File: src/rtl/pfmix_pkg.sv
package pfmix_pkg;

    localparam int TAG_W   = 4;
    localparam int CFG_W   = 16;
    localparam int FIELD_W = 3;
    localparam int USED_W  = 7;

    // field positions inside the control word
    localparam int PF1_LSB   = 0;
    localparam int PF2_LSB   = 3;
    localparam int FRONT_BIT = 6;

    typedef logic [TAG_W-1:0] src_tag_t;

    localparam src_tag_t TAG_BG       = 4'd0;
    localparam src_tag_t TAG_PF1      = 4'd1;
    localparam src_tag_t TAG_PF2      = 4'd2;
    localparam src_tag_t TAG_SPR_BASE = 4'd8;

    // slot values past the last pair collapse onto "behind everything"
    function automatic logic [FIELD_W-1:0] clamp_slot(input logic [FIELD_W-1:0] v,
                                                      input int last);
        return (int'(v) > last) ? FIELD_W'(last) : v;
    endfunction

endpackage

File: src/rtl/mix_ctrl_reg.sv
module mix_ctrl_reg
    import pfmix_pkg::*;
#(
    parameter int NPAIR = 4
) (
    input  logic               clk,
    input  logic               rst_n,
    input  logic               we,
    input  logic [CFG_W-1:0]   wdata,
    output logic [CFG_W-1:0]   rdata,
    output logic [FIELD_W-1:0] pf1_slot,
    output logic [FIELD_W-1:0] pf2_slot,
    output logic               pf2_front
);

    logic [USED_W-1:0] ctl_q;
    logic              hi_bits_unused;

    assign hi_bits_unused = ^wdata[CFG_W-1:USED_W];

    always_ff @(posedge clk) begin
        if (!rst_n) begin
            ctl_q <= '0;
        end else if (we) begin
            ctl_q <= wdata[USED_W-1:0];
        end
    end

    assign rdata     = {{(CFG_W-USED_W){1'b0}}, ctl_q};
    assign pf1_slot  = clamp_slot(ctl_q[PF1_LSB +: FIELD_W], NPAIR);
    assign pf2_slot  = clamp_slot(ctl_q[PF2_LSB +: FIELD_W], NPAIR);
    assign pf2_front = ctl_q[FRONT_BIT];

    // a write is visible on the read port one edge later, upper bits zero
    assert_write_readback_R2: assert property (@(posedge clk) disable iff (!rst_n)
        we |=> (rdata[USED_W-1:0] == $past(wdata[USED_W-1:0])) &&
               (rdata[CFG_W-1:USED_W] == '0));

    // reset leaves a cleared control word
    assert_reset_clears_R1: assert property (@(posedge clk)
        !rst_n |=> (rdata == '0));

endmodule

File: src/rtl/mix_pair_pick.sv
module mix_pair_pick
    import pfmix_pkg::*;
#(
    parameter int CW    = 4,
    parameter int NPAIR = 4
) (
    input  logic [2*NPAIR*CW-1:0]          spr_idx,
    output logic [NPAIR-1:0][CW-1:0]       pair_col,
    output logic [NPAIR-1:0][TAG_W-1:0]    pair_tag
);

    for (genvar p = 0; p < NPAIR; p++) begin : g_pair
        localparam int LO = 2 * p;
        localparam int HI = 2 * p + 1;

        logic [CW-1:0] lo_c;
        logic [CW-1:0] hi_c;

        assign lo_c = spr_idx[LO*CW +: CW];
        assign hi_c = spr_idx[HI*CW +: CW];

        // even sprite sits in front of its odd partner
        assign pair_col[p] = (lo_c != '0) ? lo_c : hi_c;
        assign pair_tag[p] = (lo_c != '0) ? TAG_SPR_BASE + TAG_W'(LO) :
                             (hi_c != '0) ? TAG_SPR_BASE + TAG_W'(HI) : TAG_BG;
    end

endmodule

File: src/rtl/mix_layer_resolve.sv
module mix_layer_resolve
    import pfmix_pkg::*;
#(
    parameter int CW    = 4,
    parameter int NPAIR = 4
) (
    input  logic                        dual_mode,
    input  logic [CW-1:0]               pf1_idx,
    input  logic [CW-1:0]               pf2_idx,
    input  logic [FIELD_W-1:0]          pf1_slot,
    input  logic [FIELD_W-1:0]          pf2_slot,
    input  logic                        pf2_front,
    input  logic [NPAIR-1:0][CW-1:0]    pair_col,
    input  logic [NPAIR-1:0][TAG_W-1:0] pair_tag,
    output logic [CW-1:0]               win_col,
    output logic [TAG_W-1:0]            win_tag
);

    localparam int NSTAGE = NPAIR + 1;

    logic [CW-1:0]      pf_col;
    logic [TAG_W-1:0]   pf_tag;
    logic [FIELD_W-1:0] pf_slot;

    // step one: which playfield pixel is on top
    always_comb begin
        if (!dual_mode) begin
            pf_col  = pf1_idx;
            pf_tag  = TAG_PF1;
            pf_slot = pf2_slot;
        end else if (pf2_front) begin
            if (pf2_idx != '0) begin
                pf_col  = pf2_idx;
                pf_tag  = TAG_PF2;
                pf_slot = pf2_slot;
            end else begin
                pf_col  = pf1_idx;
                pf_tag  = TAG_PF1;
                pf_slot = pf1_slot;
            end
        end else begin
            if (pf1_idx != '0) begin
                pf_col  = pf1_idx;
                pf_tag  = TAG_PF1;
                pf_slot = pf1_slot;
            end else begin
                pf_col  = pf2_idx;
                pf_tag  = TAG_PF2;
                pf_slot = pf2_slot;
            end
        end
    end

    // step two: back-to-front chain, stage g covers pairs >= g and slots >= g
    logic [NSTAGE:0][CW-1:0]    ch_col;
    logic [NSTAGE:0][TAG_W-1:0] ch_tag;

    assign ch_col[NSTAGE] = '0;
    assign ch_tag[NSTAGE] = TAG_BG;

    for (genvar g = 0; g < NSTAGE; g++) begin : g_stage
        logic [CW-1:0]    mid_col;
        logic [TAG_W-1:0] mid_tag;
        logic             pf_here;

        if (g < NPAIR) begin : g_with_pair
            assign mid_col = (pair_col[g] != '0) ? pair_col[g] : ch_col[g+1];
            assign mid_tag = (pair_col[g] != '0) ? pair_tag[g] : ch_tag[g+1];
        end else begin : g_floor
            assign mid_col = ch_col[g+1];
            assign mid_tag = ch_tag[g+1];
        end

        assign pf_here   = (pf_col != '0) && (pf_slot == FIELD_W'(g));
        assign ch_col[g] = pf_here ? pf_col : mid_col;
        assign ch_tag[g] = pf_here ? pf_tag : mid_tag;
    end

    assign win_col = ch_col[0];
    assign win_tag = ch_tag[0];

endmodule

File: src/rtl/pf_sprite_mixer.sv
module pf_sprite_mixer
    import pfmix_pkg::*;
#(
    parameter int CW    = 4,
    parameter int NPAIR = 4
) (
    input  logic                  clk,
    input  logic                  rst_n,
    input  logic                  cfg_we,
    input  logic [15:0]           cfg_wdata,
    output logic [15:0]           cfg_rdata,
    input  logic                  dual_mode,
    input  logic [CW-1:0]         pf1_idx,
    input  logic [CW-1:0]         pf2_idx,
    input  logic [2*NPAIR*CW-1:0] spr_idx,
    output logic [CW-1:0]         pix_color,
    output logic [3:0]            pix_src
);

    logic [FIELD_W-1:0]          pf1_slot;
    logic [FIELD_W-1:0]          pf2_slot;
    logic                        pf2_front;
    logic [NPAIR-1:0][CW-1:0]    pair_col;
    logic [NPAIR-1:0][TAG_W-1:0] pair_tag;
    logic [CW-1:0]               win_col;
    logic [TAG_W-1:0]            win_tag;

    mix_ctrl_reg #(.NPAIR(NPAIR)) u_ctrl (
        .clk       (clk),
        .rst_n     (rst_n),
        .we        (cfg_we),
        .wdata     (cfg_wdata),
        .rdata     (cfg_rdata),
        .pf1_slot  (pf1_slot),
        .pf2_slot  (pf2_slot),
        .pf2_front (pf2_front)
    );

    mix_pair_pick #(.CW(CW), .NPAIR(NPAIR)) u_pairs (
        .spr_idx  (spr_idx),
        .pair_col (pair_col),
        .pair_tag (pair_tag)
    );

    mix_layer_resolve #(.CW(CW), .NPAIR(NPAIR)) u_resolve (
        .dual_mode (dual_mode),
        .pf1_idx   (pf1_idx),
        .pf2_idx   (pf2_idx),
        .pf1_slot  (pf1_slot),
        .pf2_slot  (pf2_slot),
        .pf2_front (pf2_front),
        .pair_col  (pair_col),
        .pair_tag  (pair_tag),
        .win_col   (win_col),
        .win_tag   (win_tag)
    );

    always_ff @(posedge clk) begin
        if (!rst_n) begin
            pix_color <= '0;
            pix_src   <= TAG_BG;
        end else begin
            pix_color <= win_col;
            pix_src   <= win_tag;
        end
    end

    logic          all_clear;
    logic [CW-1:0] spr0_idx;

    assign all_clear = (pf1_idx == '0) && (pf2_idx == '0) && (spr_idx == '0);
    assign spr0_idx  = spr_idx[CW-1:0];

    // nothing opaque in, background out
    assert_bg_when_clear_R8: assert property (@(posedge clk) disable iff (!rst_n)
        all_clear |=> (pix_color == '0) && (pix_src == TAG_BG));

    // a zero color only ever travels with the background tag
    assert_tag_color_agree_R10: assert property (@(posedge clk) disable iff (!rst_n)
        (pix_color == '0) == (pix_src == TAG_BG));

    // sprite 0 beats any playfield set behind pair 0
    assert_spr0_front_R3: assert property (@(posedge clk) disable iff (!rst_n)
        (dual_mode && spr0_idx != '0 && pf1_slot != '0 && pf2_slot != '0)
        |=> (pix_src == TAG_SPR_BASE) && (pix_color == $past(spr0_idx)));

    // playfield 1 at slot 0 with the front choice wins outright
    assert_pf1_slot0_wins_R4: assert property (@(posedge clk) disable iff (!rst_n)
        (dual_mode && !pf2_front && pf1_slot == '0 && pf1_idx != '0)
        |=> (pix_src == TAG_PF1) && (pix_color == $past(pf1_idx)));

    // single-layer mode never reports playfield 2
    assert_single_no_pf2_R7: assert property (@(posedge clk) disable iff (!rst_n)
        !dual_mode |=> (pix_src != TAG_PF2));

endmodule

File: config.mk
export PLATFORM = sky130hd
export DESIGN_NAME = pf_sprite_mixer
export DESIGN_NICKNAME = d
export VERILOG_FILES = /design/src/rtl/pfmix_pkg.sv /design/src/rtl/mix_ctrl_reg.sv /design/src/rtl/mix_pair_pick.sv /design/src/rtl/mix_layer_resolve.sv /design/src/rtl/pf_sprite_mixer.sv
export SDC_FILE = /design/constraint.sdc
export NUM_CORES = 1
export LEC_CHECK = 0
export ABC_AREA = 1
export BUFFER_PORTS_ARGS = -buffer_cell sky130_fd_sc_hd__buf_2
export CAP_MARGIN = 20
export CORE_ASPECT_RATIO = 2
export CORE_MARGIN = 8
export CORE_UTILIZATION = 43
export DETAILED_ROUTE_END_ITERATION = 6
export PLACE_DENSITY = 0.8
export SETUP_SLACK_MARGIN = 0.1
export SYNTH_ARGS = -nofsm -noshare
export SYNTH_HDL_FRONTEND = slang
export SYNTH_HIERARCHICAL = 1
export SYNTH_SLANG_ARGS = --single-unit
File: constraint.sdc
create_clock -name clk -period 1.73 [get_ports clk]
set_input_delay 0.0865 -clock clk [delete_from_list [all_inputs] [get_ports clk]]
set_output_delay 0.0865 -clock clk [all_outputs]
set_load 0.01 [all_outputs]
==> summary.txt, run 1 <==
Status
  • Status: complete, but fails checks
  • Failing checks: setup timing

Hold path
  • Type of the worst min-delay path: in2reg
  • Hold Path Depth: 3

Logic synthesis
  • Main synth FF type: dfxtp_1
  • Post-synth top area share: 0.207
  • Yosys cell types: 25
  • Avg Cell Area, Syn: 5.23 um^2
  • Yosys warnings: 6
  • Seq/Total Area, Yosys: 0.140
  • Synthesized cell area: 2140 um^2
  • Async SR Flop Fraction: 0
  • Synth Instances: 409
  • Flops & latches, synth: 15
  • Post-synth EDFFs: 0
  • Top cells by area in the synthesized netlist: nand2_1 (21%), inv_1 (14%), dfxtp_1 (14%)
  • Yosys top cell by area: nand2_1

Route
  • Residual DRC: 0
  • Initial DRT Pass Iterations: 4
  • Drt first-iter violations: 78
  • DR vias: 2648
  • Drt via density: 4.80
  • Wire length per cell: 12.3 um
  • Routed WL: 6760 um
  • Antenna Violating Nets Remaining: 0

Pwr
  • Leak pwr: 1.73 nW
  • Share of power burned in registers: 0.290
  • Power Total: 1.36 mW
  • Pwr/cell area: 471 nW/um^2
  • Cell Int Power: 0.806 mW
  • Max rail drop VDD: 0.597 mV
  • Logic gate share of total power: 0.498
  • Net Sw Frac: 0.409
  • Clock share of power: 0.212
  • Net Switching: 0.557 mW

Setup path
  • Critical Path Sink: pix_src[1]
  • Worst Path Arrival: 2.08 ns
  • RR Startpoint: u_ctrl/ctl_q[6]
  • Crit path capture type: flip-flop
  • Required @ worst endpoint: 1.88 ns
  • Kind of critical path: reg2reg
  • Crit path max fanout: 6
  • Worst setup path startpoint: u_ctrl/ctl_q[6]
  • Worst r2r path cells: 16
  • R2R setup slack: -0.19 ns
  • Reg2reg end: pix_src[1]
  • Worst Setup Start Kind: flip-flop

Final layout
  • Share of cells above drive strength 1: 0.378
  • Fin nets: 556
  • Ant diodes: 0
  • Most frequent cells in the layout: nand2_1 (95), inv_1 (79), buf_2 (65), nor2_1 (54), nand2_2 (32)
  • Most common cell after layout, fill and taps aside: nand2_1
  • Syn-to-layout area delta: 35.2%

Timing
  • Shortest period the worst path allows: 1.92 ns
  • F_max: 0.520 GHz
  • RSZ-0062 raised after global routing: yes
  • Fin. Hold Viols: 0
  • Final setup vio count: 8
  • TNS Setup: -1.33 ns
  • Final period utilization: 1.11
  • Slew Limit Fails: 0
  • Post-route setup slack: -0.195 ns
  • Clock skew: 0.00356 ns

Floorplan
  • Rows: 36
  • Die Area: 7620 um^2
  • Core Box Area: 4820 um^2
  • Die height: 116 um
  • Initial core utilization: 0.444
  • Die width: 65.9 um
  • # IOs: 84

Job
  • Max Cap Viol: 0

Clock network
  • CTS Buf Count: 3
  • Root buf cell: clkbuf_8
  • CTS tree: yes
  • Clock Path Buffers: 2
  • Later-pin clock latency in the skew report: 0.25 ns
  • Sink Count: 15
  • Reg clk slew, reported paths: 0.06 ns
  • Max H-tree Level: 1

Global route
  • Pin count of the biggest net entering global routing: 16
  • Initial antenna violation count: 0
  • Global-route wire length before repair: 10900 um
  • Grt ovf: 0
  • GR Util All Layers: 0.175
  • Vias in the first global route: 2732

Place
  • PortBufs: 65
  • Routability cong.: 0.986
  • DPL Wire Length: 5620 um
==> worst max-delay path, stage by stage, from the launching register on <==
cell      delay [ns]
dfxtp_4         0.37
inv_4           0.08
nand2_4         0.08
nand2_2         0.11
nand2_2         0.09
nor2_4          0.15
nand2_4         0.10
nand4_4         0.17
clkinv_4        0.11
a21oi_1         0.16
nand2_2         0.08
nand2_1         0.06
nand2_1         0.05
nand2_2         0.07
a21oi_2         0.06
nand2_1         0.06
inv_1           0.03
==> power groups by stage <==
stage                     clock (mW)  sequential (mW)  combinational [mW]
after global routing           0.310            0.399               0.750
after detailed placement           0            0.402               0.598
after floorplan                    0            0.417               0.371
final                          0.289            0.395               0.678
after global placement             0            0.401               0.591
after CTS                      0.303            0.395               0.614
==> cell type report <==
class                   instances  area (um^2)
fillers                       479         1930
repair buffers                 93          552
flip-flops and latches         15          305
multi-input cells             296         1580
clock buffers                   3         41.3
inverters                      87          338
clock inverters                 1         5.00
well taps                      57         71.3
==> synth_stat cells, types with 2 or more instances <==
| master | number |
|---|---|
| nand2_2 | 16 |
| nor2_2 | 6 |
| o21ai_0 | 16 |
| a21oi_1 | 11 |
| a21oi_2 | 4 |
| nand2_1 | 118 |
| inv_2 | 5 |
| inv_1 | 81 |
| dfxtp_1 | 15 |
| conb_1 | 2 |
| nor4_1 | 2 |
| nor2_1 | 63 |
| clkbuf_1 | 2 |
| nand4_1 | 2 |
| nand3_1 | 30 |
| nor2_4 | 10 |
| buf_4 | 18 |
==> cell families after synthesis <==
logic type,after synthesis,share of synthesized area
buf+inv,109,0.227
flops,15,0.140
simple gates,251,0.542
other cells,2,0.00351
compound gates,32,0.0872
==> metal layers <==
metal	GRT usage	routed length [um]
met5	0	0
met4	0.106	405
met3	0.0397	423
met2	0.363	3800
met1	0.132	2140
==> metrics by stage <==
step	worst slack, ns	instances	util	hold slack (ns)	area (um^2)
after floorplan	0.0865	420	-	0.212	2230
after CTS	-0.163	550	0.571	0.0537	2750
after global placement	-0.219	545	0.551	0.306	2660
final	-0.195	552	0.600	0.0571	2890
after global routing	-0.371	552	0.600	0.0591	2890
after detailed placement	-0.259	545	0.551	0.314	2660
==> worst min-delay path by stage <==
stage | startpoint | end | slack [ns]
finish | cfg_wdata[1] | u_ctrl/ctl_q[1] | 0.06
global route | cfg_wdata[1] | u_ctrl/ctl_q[1] | 0.06
CTS | cfg_wdata[1] | u_ctrl/ctl_q[1] | 0.05
detailed placement | cfg_wdata[1] | u_ctrl/ctl_q[1] | 0.31
global placement | cfg_wdata[0] | u_ctrl/ctl_q[0] | 0.31
floorplan | rst_n | u_ctrl/ctl_q[6] | 0.21
==> flip-flops by register name, summed over array words and instances, names as in the netlist <==
signal / cells
u_ctrl/ctl_q: 7
pix_color: 4
pix_src: 4
==> timing repair <==
action                     in CTS  in global routing
setup endpoints to repair       8                  8
pin swaps                      13                 30
buffers inserted                1                  2
resized for setup              12                 35
hold buffers                    0                  0
No activity file was read; power rests on OpenSTA's default activity.
==> run 2: changes to the inputs <==
--- a/config.mk
+++ b/config.mk
@@ -6,9 +6,8 @@
 export NUM_CORES = 1
 export LEC_CHECK = 0
 export ABC_AREA = 1
-export BUFFER_PORTS_ARGS = -buffer_cell sky130_fd_sc_hd__buf_2
+export BUFFER_PORTS_ARGS = -buffer_cell sky130_fd_sc_hd__buf_4
 export CAP_MARGIN = 20
-export CORE_ASPECT_RATIO = 2
 export CORE_MARGIN = 8
 export CORE_UTILIZATION = 43
 export DETAILED_ROUTE_END_ITERATION = 6
==> run 2 against run 1 <==
The flow still finishes with violations (setup timing). Fmax up 2.5%. Global-route usage down 0.96 points. Critical path depth unchanged. Clock power about the same. Largest cell class unchanged. Largest power group unchanged. Highest routed layer unchanged.
==> summary.txt, run 2 (synthesis gave the netlist of run 1 again) <==
Final layout
  • Ant diodes: 0 (unchanged)
  • Final core utilization: 0.627 (was 0.600)
  • Non-filler instance count after layout: 559 (was 552)
  • Filler cells: 466 (was 479)
  • Most common cell after layout, fill and taps aside: nand2_1 (unchanged)
  • Most frequent cells in the layout: nand2_1 (104), buf_4 (90), inv_1 (79), nor2_1 (58), nand3_1 (28) (was nand2_1 (95), inv_1 (79), buf_2 (65), nor2_1 (54), nand2_2 (32))
  • Max reg flops: 7 (unchanged)
  • Top reg by flops: u_ctrl/ctl_q (unchanged)
  • Largest regs: u_ctrl/ctl_q (7), pix_color (4), pix_src (4) (unchanged)
  • Syn-to-layout area delta: 39.4% (was 35.2%)
  • Final instance area: 2980 um^2 (was 2890 um^2)
  • Fin nets: 553 (was 556)
  • Share of cells above drive strength 1: 0.339 (was 0.378)

Global route
  • Initial antenna violation count: 0 (unchanged)
  • GR Util All Layers: 0.165 (was 0.175)
  • Vias in the first global route: 2528 (was 2732)
  • Grt ovf: 0 (unchanged)
  • Global-route wire length before repair: 10500 um (was 10900 um)
  • Pin count of the biggest net entering global routing: 16 (unchanged)

Place
  • Placed insts: 553 (was 545)
  • PortBufs: 65 (unchanged)
  • Post-DP Area: 2820 um^2 (was 2660 um^2)
  • DPL Wire Length: 4900 um (was 5620 um)
  • Setup WS pre-CTS: -0.155 ns (was -0.259 ns)
  • Routability cong.: 0.892 (was 0.986)

Status
  • Status: complete, but fails checks (unchanged)
  • Failing checks: setup timing (unchanged)

Clock network
  • Sink Count: 15 (unchanged)
  • Later-pin clock latency in the skew report: 0.24 ns (was 0.25 ns)
  • CTS Buf Count: 3 (unchanged)
  • # hold bufs at CTS: 0 (unchanged)
  • Max H-tree Level: 1 (unchanged)
  • Reg clk slew, reported paths: 0.06 ns (about the same)
  • CTS tree: yes (unchanged)
  • Clock Path Buffers: 2 (unchanged)
  • Root buf cell: clkbuf_8 (unchanged)

Floorplan
  • Initial core utilization: 0.450 (was 0.444)
  • Die height: 86.5 um (was 116 um)
  • # IOs: 84 (unchanged)
  • Die Area: 7490 um^2 (was 7620 um^2)
  • Die width: 86.5 um (was 65.9 um)
  • Rows: 25 (was 36)
  • Core Box Area: 4750 um^2 (was 4820 um^2)

Route
  • Initial DRT Pass Iterations: 4 (unchanged)
  • Drt first-iter violations: 158 (was 78)
  • DR vias: 2563 (was 2648)
  • Antenna Violating Nets Remaining: 0 (unchanged)
  • Drt via density: 4.58 (was 4.80)
  • Residual DRC: 0 (unchanged)
  • Routed WL: 6100 um (was 6760 um)
  • Wire length per cell: 10.9 um (was 12.3 um)

Job
  • Max Cap Viol: 0 (unchanged)

Pwr
  • Power Total: 1.37 mW (was 1.36 mW)
  • Leak pwr: 1.75 nW (was 1.73 nW)
  • Pwr/cell area: 460 nW/um^2 (was 471 nW/um^2)
  • Max rail drop VDD: 0.595 mV (was 0.597 mV)

Setup path
  • Required @ worst endpoint: 1.92 ns (was 1.88 ns)
  • Crit path capture type: flip-flop (unchanged)
  • Kind of critical path: reg2reg (unchanged)
  • Slowest cell on crit path: dfxtp_4 (unchanged)
  • Crit path top cell by count: nand2_1 (was nand2_2)
  • RR Startpoint: u_ctrl/ctl_q[6] (unchanged)
  • Max incr delay on CP: 0.38 ns (was 0.37 ns)
  • Worst Path Arrival: 2.07 ns (was 2.08 ns)
  • Crit path max fanout: 7 (was 6)
  • CP bufs+invs: 3 (unchanged)
  • Delay-heaviest family, CP: simple AND/OR/NAND/NOR gates (unchanged)
  • Reg2reg end: pix_color[1] (was pix_src[1])
  • R2R setup slack: -0.15 ns (was -0.19 ns)
  • CP Cell Sequence: inv_4 > nand3_4 > nand3_4 > o21ai_4 > nand2_4 > inv_2 > nand2_4 > nand2_2 > nand2_1 > nand3_1 > nand2_1 > nand2_1 > nand2_1 > a21oi_2 > nand2_1 > inv_1 (was inv_4 > nand2_4 > nand2_2 > nand2_2 > nor2_4 > nand2_4 > nand4_4 > clkinv_4 > a21oi_1 > nand2_2 > nand2_1 > nand2_1 > nand2_2 > a21oi_2 > nand2_1 > inv_1)
  • Worst r2r path cells: 16 (unchanged)
  • Worst Setup Start Kind: flip-flop (unchanged)

Timing
  • Post-route setup slack: -0.148 ns (was -0.195 ns)
  • Fin. Hold Viols: 0 (unchanged)
  • Final setup vio count: 8 (unchanged)
  • Clock skew: 0.00257 ns (was 0.00356 ns)
  • Slew Limit Fails: 0 (unchanged)
  • RSZ-0062 raised after global routing: yes (unchanged)
  • F_max: 0.533 GHz (was 0.520 GHz)
  • Shortest period the worst path allows: 1.88 ns (was 1.92 ns)
  • Final period utilization: 1.09 (was 1.11)

Hold path
  • Hold Path Depth: 3 (unchanged)
  • Type of the worst min-delay path: in2reg (unchanged)
  • HP Start: cfg_wdata[1] (unchanged)
  • Worst Hold Endpoint: u_ctrl/ctl_q[1] (unchanged)
-- run 2: area by class of cell --
class,instances,area [um^2],area share
multi-input combinational,296,1540,0.516
inverter,87,333,0.112
sequential,15,304,0.102
timing repair buffer,90,676,0.227
clock buffer,4,45.0,0.0151
tap,67,83.8,0.0281
-- run 2: worst reg2reg max path: stages, from the launching register on --
cell     delay, ns
dfxtp_4       0.38
inv_4         0.06
nand3_4       0.09
nand3_4       0.11
o21ai_4       0.26
nand2_4       0.10
inv_2         0.10
nand2_4       0.06
nand2_2       0.09
nand2_1       0.05
nand3_1       0.09
nand2_1       0.05
nand2_1       0.08
nand2_1       0.06
a21oi_2       0.11
nand2_1       0.06
inv_1         0.06
-- run 2: routing by layer --
layer / vias to the layer above / global-route usage / part of all wire
met1: 1104 / 0.191 / 0.41
li1: 1348 / - / -
met3: 17 / 0.0359 / 0.081
met5: - / 0 / 0
met4: 0 / 0.0438 / 0.024
met2: 94 / 0.297 / 0.48
-- run 2: how the worst max path moves through the flow --
stage / depth (start not counted) / from / slack, ns / endpoint
after floorplan: 19 / u_ctrl/ctl_q[6] / 0.09 / pix_color[2]
after global placement: 17 / u_ctrl/ctl_q[6] / -0.11 / pix_src[1]
after detailed placement: 20 / pf1_idx[0] / -0.16 / pix_src[1]
after CTS: 18 / u_ctrl/ctl_q[6] / -0.12 / pix_src[3]
after global routing: 19 / u_ctrl/ctl_q[6] / -0.30 / pix_color[3]
final: 16 / u_ctrl/ctl_q[6] / -0.15 / pix_color[1]
-- run 2: where the power goes --
| part | total, mW | internal [mW] | switching, mW |
|---|---|---|---|
| logic | 0.689 | 0.302 | 0.387 |
| registers | 0.396 | 0.378 | 0.0181 |
| clock network | 0.286 | 0.163 | 0.123 |
| total | 1.37 | 0.843 | 0.528 |
-- run 2: through the flow --
step                      hold slack [ns]  TNS (ns)
after floorplan                     0.212         0
after global placement              0.310    -0.564
after detailed placement            0.313    -0.893
after CTS                          0.0632    -0.647
after global routing               0.0785     -2.27
final                              0.0609    -0.891
-- run 2: timing repair --
action / 4_1_cts / 5_1_grt
buffers inserted: 1 / 1
pin swaps: 15 / 12
setup endpoints to repair: 8 / 8
resized for setup: 16 / 11
==> run 3: changes to the inputs <==
--- a/config.mk
+++ b/config.mk
@@ -6,7 +6,7 @@
 export NUM_CORES = 1
 export LEC_CHECK = 0
 export ABC_AREA = 1
-export BUFFER_PORTS_ARGS = -buffer_cell sky130_fd_sc_hd__buf_4
+export BUFFER_PORTS_ARGS = -buffer_cell sky130_fd_sc_hd__buf_2
 export CAP_MARGIN = 20
 export CORE_MARGIN = 8
 export CORE_UTILIZATION = 43
==> run 3 against run 2 <==
The flow still finishes with violations (setup timing). Clock skew is 0.00098 ns lower. Global-route usage shrank 0.79 points. First-iteration DRC count decreased by 19%. Hold slack better by 0.0056 ns. Total power shrank 2.2%. Die area unchanged. Non-clock buffer count unchanged. Highest routed layer unchanged.
==> summary.txt, run 3 (synthesis gave the netlist of run 1 again) <==
Floorplan
  • Core Box Area: 4750 um^2 (unchanged)
  • # IOs: 84 (unchanged)
  • Die Area: 7490 um^2 (unchanged)
  • Die width: 86.5 um (unchanged)
  • Die height: 86.5 um (unchanged)
  • Initial core utilization: 0.450 (unchanged)
  • Rows: 25 (unchanged)

Final layout
  • Final core utilization: 0.607 (was 0.627)
  • Share of cells above drive strength 1: 0.368 (was 0.339)
  • Fin nets: 553 (unchanged)
  • Area of the multi-input gates: 1610 um^2 (was 1540 um^2)
  • Largest regs: u_ctrl/ctl_q (7), pix_color (4), pix_src (4) (unchanged)
  • Most frequent cells in the layout: nand2_1 (95), inv_1 (79), buf_2 (65), nor2_1 (55), nand2_2 (27) (was nand2_1 (104), buf_4 (90), inv_1 (79), nor2_1 (58), nand3_1 (28))
  • Ant diodes: 0 (unchanged)
  • Syn-to-layout area delta: 35.0% (was 39.4%)
  • Top reg by flops: u_ctrl/ctl_q (unchanged)
  • Filler cells: 442 (was 466)
  • Register area: 304 um^2 (unchanged)
  • Max reg flops: 7 (unchanged)
  • Most common cell after layout, fill and taps aside: nand2_1 (unchanged)
  • Non-filler instance count after layout: 559 (unchanged)

Setup path
  • Slowest cell on crit path: dfxtp_4 (unchanged)
  • CP bufs+invs: 3 (unchanged)
  • Worst Setup Start Kind: flip-flop (unchanged)
  • Delay-heaviest family, CP: simple AND/OR/NAND/NOR gates (unchanged)
  • CP Cell Sequence: inv_4 > nand3_4 > nand3_4 > o21ai_4 > nand2_4 > inv_4 > nand2_4 > nand2_4 > nand3_2 > nand2_2 > nand2_1 > nand2_1 > nand2_1 > a21oi_2 > nand2_1 > inv_1 (was inv_4 > nand3_4 > nand3_4 > o21ai_4 > nand2_4 > inv_2 > nand2_4 > nand2_2 > nand2_1 > nand3_1 > nand2_1 > nand2_1 > nand2_1 > a21oi_2 > nand2_1 > inv_1)
  • Crit path capture type: flip-flop (unchanged)
  • Worst r2r path cells: 16 (unchanged)
  • Worst Path Arrival: 2.09 ns (was 2.07 ns)
  • Kind of critical path: reg2reg (unchanged)
  • Crit path top cell by count: nand2_1 (unchanged)
  • Required @ worst endpoint: 1.92 ns (about the same)
  • Levels on crit path: 16 (unchanged)
  • Crit path max fanout: 7 (unchanged)
  • Max incr delay on CP: 0.38 ns (about the same)

Timing
  • Clock skew: 0.00159 ns (was 0.00257 ns)
  • Post-route setup slack: -0.163 ns (was -0.148 ns)
  • RSZ-0062 raised after global routing: yes (unchanged)
  • Fin. Hold Viols: 0 (unchanged)
  • Shortest period the worst path allows: 1.89 ns (was 1.88 ns)
  • Slew Limit Fails: 0 (unchanged)
  • F_max: 0.528 GHz (was 0.533 GHz)
  • Final period utilization: 1.09 (about the same)
  • Worst hold margin: 0.0665 ns (was 0.0609 ns)
  • Final setup vio count: 8 (unchanged)

Pwr
  • Leak pwr: 1.72 nW (was 1.75 nW)
  • Pwr/cell area: 464 nW/um^2 (was 460 nW/um^2)
  • Power Total: 1.34 mW (was 1.37 mW)
  • Max rail drop VDD: 0.716 mV (was 0.595 mV)

Route
  • Routed WL: 6020 um (was 6100 um)
  • Drt via density: 4.58 (unchanged)
  • Met2 wire len: 2960 um (was 2930 um)
  • Initial DRT Pass Iterations: 4 (unchanged)
  • DR vias: 2563 (unchanged)
  • Met3 wire len: 298 um (was 494 um)
  • Residual DRC: 0 (unchanged)
  • Wire length per cell: 10.8 um (was 10.9 um)
  • Antenna Violating Nets Remaining: 0 (unchanged)
  • Highest Signal Layer: met4 (unchanged)
  • Metal-1 WL: 2660 um (was 2520 um)
  • Drt first-iter violations: 128 (was 158)

Clock network
  • Later-pin clock latency in the skew report: 0.24 ns (about the same)
  • CTS tree: yes (unchanged)
  • Root buf cell: clkbuf_8 (unchanged)
  • Clock Path Buffers: 2 (unchanged)
  • Sink Count: 15 (unchanged)
  • Max H-tree Level: 1 (unchanged)
  • Reg clk slew, reported paths: 0.06 ns (about the same)
  • CTS Buf Count: 3 (unchanged)
  • # hold bufs at CTS: 0 (unchanged)

Place
  • Placed insts: 554 (was 553)
  • PortBufs: 65 (unchanged)
  • DPL Wire Length: 4940 um (was 4900 um)
  • Routability cong.: 0.906 (was 0.892)

Status
  • Status: complete, but fails checks (unchanged)
  • Failing checks: setup timing (unchanged)

Global route
  • Global-route wire length before repair: 10100 um (was 10500 um)
  • Vias in the first global route: 2556 (was 2528)
  • Pin count of the biggest net entering global routing: 16 (unchanged)
  • Initial antenna violation count: 0 (unchanged)
  • Grt ovf: 0 (unchanged)
  • GR Util All Layers: 0.157 (was 0.165)

Hold path
  • Type of the worst min-delay path: in2reg (unchanged)
  • Hold Path Depth: 3 (unchanged)

Job
  • Max Cap Viol: 0 (unchanged)
==> run 3: changes by cell type in the layout (fill, tap and decap cells not counted), moves of 2 or more <==
cell and delta:
buf_2 +65, buf_4 -65, nand2_1 -9, nand2_2 +6, nand2_4 +3, nand3_1 -3, nand3_2 +3, nor2_1 -3
nor2_4 +2
==> run 3: layout make-up <==
class,count,share of cell area
multi-input combinational,296,0.556
timing repair buffer,90,0.178
inverter,87,0.116
sequential,15,0.105
tap,67,0.0290
clock buffer,4,0.0156
==> run 3: worst reg2reg max path: stages, from the launching register on <==
cell	delay, ns
dfxtp_4	0.38
inv_4	0.05
nand3_4	0.08
nand3_4	0.12
o21ai_4	0.28
nand2_4	0.12
inv_4	0.09
nand2_4	0.07
nand2_4	0.09
nand3_2	0.07
nand2_2	0.06
nand2_1	0.05
nand2_1	0.07
nand2_1	0.07
a21oi_2	0.13
nand2_1	0.06
inv_1	0.05
==> run 3: power by group <==
part           switching [mW]  internal, mW  leakage, nW
combinational           0.402         0.261         1.57
sequential             0.0164         0.378        0.126
clock                   0.120         0.163       0.0228
total                   0.538         0.802         1.72
==> run 3: final timing paths <==
kind / start / end / slack [ns]
max: u_ctrl/ctl_q[6] / pix_color[0] / -0.16
min: cfg_wdata[6] / u_ctrl/ctl_q[6] / 0.07
max reg2reg: u_ctrl/ctl_q[6] / pix_color[0] / -0.16
min reg2reg: u_ctrl/ctl_q[3] / u_ctrl/ctl_q[3] / 0.53
==> run 3: per-stage QoR <==
| step | worst slack (ns) | setup TNS [ns] | cell area [um^2] |
|---|---|---|---|
| 2_1_floorplan | 0.0865 | 0 | 2230 |
| 3_3_place_gp | -0.121 | -0.597 | 2660 |
| 3_5_place_dp | -0.169 | -0.952 | 2660 |
| 4_1_cts | -0.112 | -0.618 | 2810 |
| 5_1_grt | -0.290 | -2.16 | 2890 |
| 6_report | -0.163 | -1.07 | 2890 |
==> run 3: timing repair <==
item                       CTS  global route
gates resized for setup     26            21
pin swaps                    6             4
setup buffers                1             0
cloned                       0             0
setup endpoints to repair    8             8
==> run 3: layer usage <==
metal | track usage | vias up
met5 | 0 | -
met4 | 0.0548 | 0
met3 | 0.0255 | 13
met2 | 0.290 | 61
met1 | 0.177 | 1135
li1 | - | 1354
